[src/rtl/thread_ctx_ctrl.sv]
module thread_ctx_ctrl #(
  parameter int NCTX  = 4,
  parameter int DLY_W = 4
) (
  input  logic              clk,
  input  logic              rst_n,
  input  logic [NCTX-1:0]   cmd_act,
  input  logic [NCTX-1:0]   cmd_susp,
  input  logic [NCTX-1:0]   cmd_dealloc,
  input  logic [NCTX-1:0]   cmd_halt,
  input  logic [DLY_W-1:0]  act_delay,
  output logic [2*NCTX-1:0] state_o,
  output logic [NCTX-1:0]   issue_en,
  output logic              all_halted
);
  localparam logic [1:0] S_UNAL = 2'd0;
  localparam logic [1:0] S_ACT  = 2'd1;
  localparam logic [1:0] S_SUSP = 2'd2;
  localparam logic [1:0] S_HALT = 2'd3;
  localparam logic [DLY_W-1:0] ONE = DLY_W'(1);

  logic [NCTX-1:0] halted_v;

  for (genvar i = 0; i < NCTX; i++) begin : g_ctx
    logic [1:0]       st;
    logic             pend;
    logic [DLY_W-1:0] cnt;

    always_ff @(posedge clk) begin
      if (!rst_n) begin
        st   <= S_UNAL;
        pend <= 1'b0;
        cnt  <= '0;
      end else if (st != S_HALT) begin
        if (cmd_halt[i]) begin
          st   <= S_HALT;
          pend <= 1'b0;
        end else if (cmd_dealloc[i]) begin
          st   <= S_UNAL;
          pend <= 1'b0;
        end else if (cmd_susp[i]) begin
          st   <= S_SUSP;
          pend <= 1'b0;
        end else if (cmd_act[i]) begin
          if (st != S_ACT) begin
            if (act_delay <= ONE) begin
              st   <= S_ACT;
              pend <= 1'b0;
            end else begin
              pend <= 1'b1;
              cnt  <= act_delay - ONE;
            end
          end
        end else if (pend) begin
          if (cnt == ONE) begin
            st   <= S_ACT;
            pend <= 1'b0;
          end else begin
            cnt <= cnt - ONE;
          end
        end
      end
    end

    assign state_o[2*i +: 2] = st;
    assign issue_en[i]       = (st == S_ACT);
    assign halted_v[i]       = (st == S_HALT);
  end

  assign all_halted = &halted_v;
endmodule


[config.mk]
export PLATFORM = sky130hd
export DESIGN_NAME = thread_ctx_ctrl
export DESIGN_NICKNAME = d
export VERILOG_FILES = /design/src/rtl/thread_ctx_ctrl.sv
export SDC_FILE = /design/constraint.sdc
export NUM_CORES = 1
export LEC_CHECK = 0
export BUFFER_PORTS_ARGS = -buffer_cell sky130_fd_sc_hd__clkbuf_2
export CAP_MARGIN = 20
export CORE_ASPECT_RATIO = 0.75
export CORE_MARGIN = 10
export CORE_UTILIZATION = 56
export DETAILED_ROUTE_END_ITERATION = 16
export PLACE_DENSITY_LB_ADDON = 0.05
export SLEW_MARGIN = 10
export SYNTH_ARGS = -nofsm -noshare
export SYNTH_HDL_FRONTEND = slang
export SYNTH_SLANG_ARGS = --single-unit
[constraint.sdc]
create_clock -name clk -period 2.4 [get_ports clk]
set_clock_uncertainty 0.2 [all_clocks]
set_input_delay 0.24 -clock clk [delete_from_list [all_inputs] [get_ports clk]]
set_output_delay 0.24 -clock clk [all_outputs]
set_load 0.05 [all_outputs]
* Yosys cells after proc, flatten, opt, wreduce, memory -nomap -nowiden *
Cells that the tools add are included.

word-level totals
  register bits after elaboration = 28
  output and inout port bits = 13
  word-level logic and storage cells = 170

cells by class
  add/subtract/negate cells = 5
  $lt $le $gt $ge = 1
  eq/ne operators = 40
  mux-type cells = 75
  bitwise logic cells = 12
  reductions and logical operators = 25

operators with widths
  kind                   number
  $mux W4                17
  $mux W2                29
  $ne A5 B1 Y1 const B   8
  $reduce_bool A5 Y1     8
  $reduce_and A8 Y1      4
  $mux W1                29
  $ne A2 B2 Y1 const B   12
  $reduce_and A5 Y1      4
  $sub A4 B1 Y4 const B  5
  $eq A4 B1 Y1 const B   4
  $ne A2 B1 Y1 const B   8
  $not A1 Y1             12
  $eq A2 B1 Y1 const B   4
  $eq A2 B2 Y1 const B   4
  $reduce_and A2 Y1      4
  $reduce_bool A2 Y1     4
  $le A4 B1 Y1 const B   1
  $reduce_and A4 Y1      1

* Longest topological paths before layout *
  depth in word-level cells = 7
  depth in mapped cells = 7

* Worst setup path before layout *
OpenSTA, ideal clock, no wires.

  kind = reg2out
  from = reg g_ctx[3].st[0]
  to = out all_halted
  arrival time = 1555 ps
  data required time = 1960 ps
  slack = 405 ps
  cell stages (with the launch flop) = 3
  path buffers = 0
  cells stage by stage = dfxtp_1 -> nand4_1 -> nor2_1

on the way
  cells in the longest elaborated chain, start to end = 2

ends and longest elaborated chain
  item                    line  text
  start, declared         25    logic [1:0] st;
  start signal, assigned  31    st <= S_UNAL;
  start signal, assigned  36    st <= S_HALT;
  start signal, assigned  39    st <= S_UNAL;
  $eq A2 B2 Y1            67    assign halted_v[i] = (st == S_HALT);
  $reduce_and A4 Y1       70    assign all_halted = &halted_v;
  end, declared           14    output logic all_halted

No other way between the ends.

* Final worst setup path *
  from = reg g_ctx[3].cnt[1]
  to = reg g_ctx[3].cnt[2]

on the way
  cells in the longest elaborated chain, start to end = 4
  elaborated cells on any way between the ends = 7
  classes of those cells = add/sub (1); eq/ne (2); mux (3); reduce/logical (1)

ends and longest elaborated chain
  item                    line  text
  start, declared         27    logic [DLY_W-1:0] cnt;
  start signal, assigned  51    cnt <= act_delay - ONE;
  start signal, assigned  59    cnt <= cnt - ONE;
  $sub A4 B1 Y4           59
  $mux W4                 55    if (cnt == ONE) begin
  $mux W4                 54    end else if (pend) begin
  $mux W4                 44    end else if (cmd_act[i]) begin

Parallel ways exist; a longest one is shown, timed or not. The select of a mux whose other input is x is not followed.
A chain may end at the register's enable or synchronous reset.

==> metrics.txt <==
run status=finished, final reports clean; Max stage delay on crit path=0.50 ns; Pwr Density=477 nW/um2; WHS=0.0781 ns; largest net degree at the start of global routing=33; DRC=0; Worst Path Buf+Inv=1; Syn Std Cell Area=2000 um2; global-route wire length before repair=8830 um; vias in the first global route=1,856; Layout Cells excl Fill=317; Worst Tran Pin Value=0.594 ns; Synth async-reset ratio=0; RSZ-0062 raised after global routing=false; worst setup margin=0.287 ns; Syn. warnings=0; Rows=18; Total GRT Usage=0.164; Synth Register Bits=28; chip height=71.8 um; Die ar.=6390 um2; worst path cell trace=inv_1 > ha_1 > nor3b_1 > a2111oi_2 > o221ai_1 > a32o_1; top-area cell type share of the netlist area=0.280; dpl cells=314; initial antenna violation count=0; f_max=473 MHz; IO Port Bufs=34; Post-Place Worst Slack=0.165 ns; final net count=311; final WL=5300 um; Fin Setup TNS=0 ns; top cells by area, synth=dfxtp_1 28%, ha_1 6.3%, mux2i_1 6.0%, nand2_1 4.7%, o32ai_1 3.9%; TritonRoute pass-1 iters=5; GPL Wtd Cong=0.841; per-cell routed wire length=16.7 um; top cell family by delay on the critical path=compound AO/OA/AOI/OAI gates; HP Class=primary input to flop; max-slew violation count=0; chip width=89.0 um; final critical-path share of the clock period=0.880; GR Overflow Total=0; critical path type=flop to flop; Cell variety after synth=42; Final Hold Viols=0; post-route ant nets=0; Mapped Cells=247; Core Area=3360 um2; io pins=35; DPL Wire Length=3920 um; CTS Buf Count=3; Worst setup SP type=flop; largest buffer count on any clock path=2; Worst Setup End Kind=flop; Synth area leader=dfxtp_1; setup bufs post-CTS=0; syn nets=279; Multi-input gate area=1330 um2; main flop type after synthesis=dfxtp_1; FF+latch area=561 um2; number of synthesized flops with an enable pin=0; Leakage=0.900 nW; setup violators final=0; Clock Tree Root=clkbuf_8; via count=2,038; CP arrival=2.09 ns; syn_area_per_cell=8.10 um2; crit path max-delay cell type=a2111oi_2; CTS H-Tree Depth=1; cells resized by post-CTS repair=0; min cycle time layout=2.11 ns; Starting Density=0.596; clk_lat worst skew=0.28 ns; largest fanout on the critical path=5; most common cell after layout, fill and taps aside=clkbuf_2; Iter 0 DRT Violations=180; peak supply drop=0.355 mV; Ant. Diodes=0; fill count=283; clk slew on worst S/H paths=0.10 ns; clock sinks=28; Area growth syn-to-layout=11.9%; Power Total=0.00107 W; CTS Hold Bufs=0; sequential area share after synthesis=0.280; most frequent cells in the layout=34 x clkbuf_2, 28 x dfxtp_1, 25 x nand2_1; TritonCTS clock tree=built; share of layout cells above drive strength 1=0.162; CP required=2.37 ns; Max-Cap Viols=0; via density per instance=6.43; worst rel slew slack=0.601
==> synthesized netlist by cell type, drive strengths merged (2+ instances only) <==
cell and n:
a2111o 2, a2111oi 4, a211o 3, a211oi 6, a21o 2, a21oi 14
a221oi 4, a22oi 3, a311oi 2, a31oi 4, a32o 3, clkbuf 9
dfxtp 28, ha 10, inv 18, mux2i 12, nand2 25, nand3 4
nand4 2, nor2 11, nor2b 8, nor3 10, nor3b 5, nor4b 4
o211ai 3, o21a 5, o21ai 14, o221ai 3, o311a 5, o32ai 9
or2 2, or3 7
==> area by class of cell <==
class                           instances  area share
Clock buffer                            3      0.0184
Inverter                               18      0.0302
Multi-Input combinational cell        191       0.593
Sequential cell                        28       0.250
Tap cell                               40      0.0223
Timing Repair Buffer                   37      0.0860
==> path summary, 6_finish.rpt <==
check	from	endpoint	slack (ns)	cells past startpoint
worst min-delay path	cmd_halt[2]	g_ctx[2].st[0]	0.08	2
worst min register to register	g_ctx[2].cnt[1]	g_ctx[2].cnt[1]	0.28	2
worst max register to register	g_ctx[3].cnt[1]	g_ctx[3].cnt[2]	0.29	6
worst max-delay path	g_ctx[3].cnt[1]	g_ctx[3].cnt[2]	0.29	6
==> state kept, by name, summed over array words and instances (netlist names) <==
register / flops
g_ctx.pend: 4
g_ctx.st: 8
g_ctx.cnt: 16
==> stage by stage <==
| step | area, um2 | util |
|---|---|---|
| floorplan | 2000 | - |
| global placement | 2200 | 0.655 |
| detailed placement | 2200 | 0.655 |
| CTS | 2240 | 0.667 |
| global route | 2240 | 0.667 |
| finish | 2240 | 0.667 |
==> where the power goes <==
part,switching (W),internal (W),total (W)
clock network,0.000147,0.000113,0.000260
registers,0.0000342,0.000485,0.000519
logic,0.000193,0.0000957,0.000289
total,0.000375,0.000694,0.00107
==> worst reg2reg max path, cell delays in order (launching register included) <==
cell and delay, ns:
dfxtp_1 0.36, inv_1 0.07, ha_1 0.17, nor3b_1 0.18, a2111oi_2 0.50, o221ai_1 0.23
a32o_1 0.31
==> cell families after synthesis <==
group	share of synthesized area
AO/OA/AOI/OAI	0.331
AND/OR/NAND/NOR	0.206
buffers and inverters	0.0563
flip-flops	0.280
multiplexers	0.0600
adder cells (fa/ha/maj)	0.0625
XOR/XNOR	0.00438
==> routing by layer <==
layer | routed length [um] | share of wire | track usage | vias to the layer above
met4 | 0 | 0 | 0.0264 | 0
met1 | 2590 | 0.49 | 0.237 | 939
li1 | - | - | - | 1024
met3 | 352 | 0.066 | 0.0384 | 0
met2 | 2360 | 0.45 | 0.243 | 75
met5 | 0 | 0 | 0 | -
Note: power is estimated with default switching activity, not from simulation.
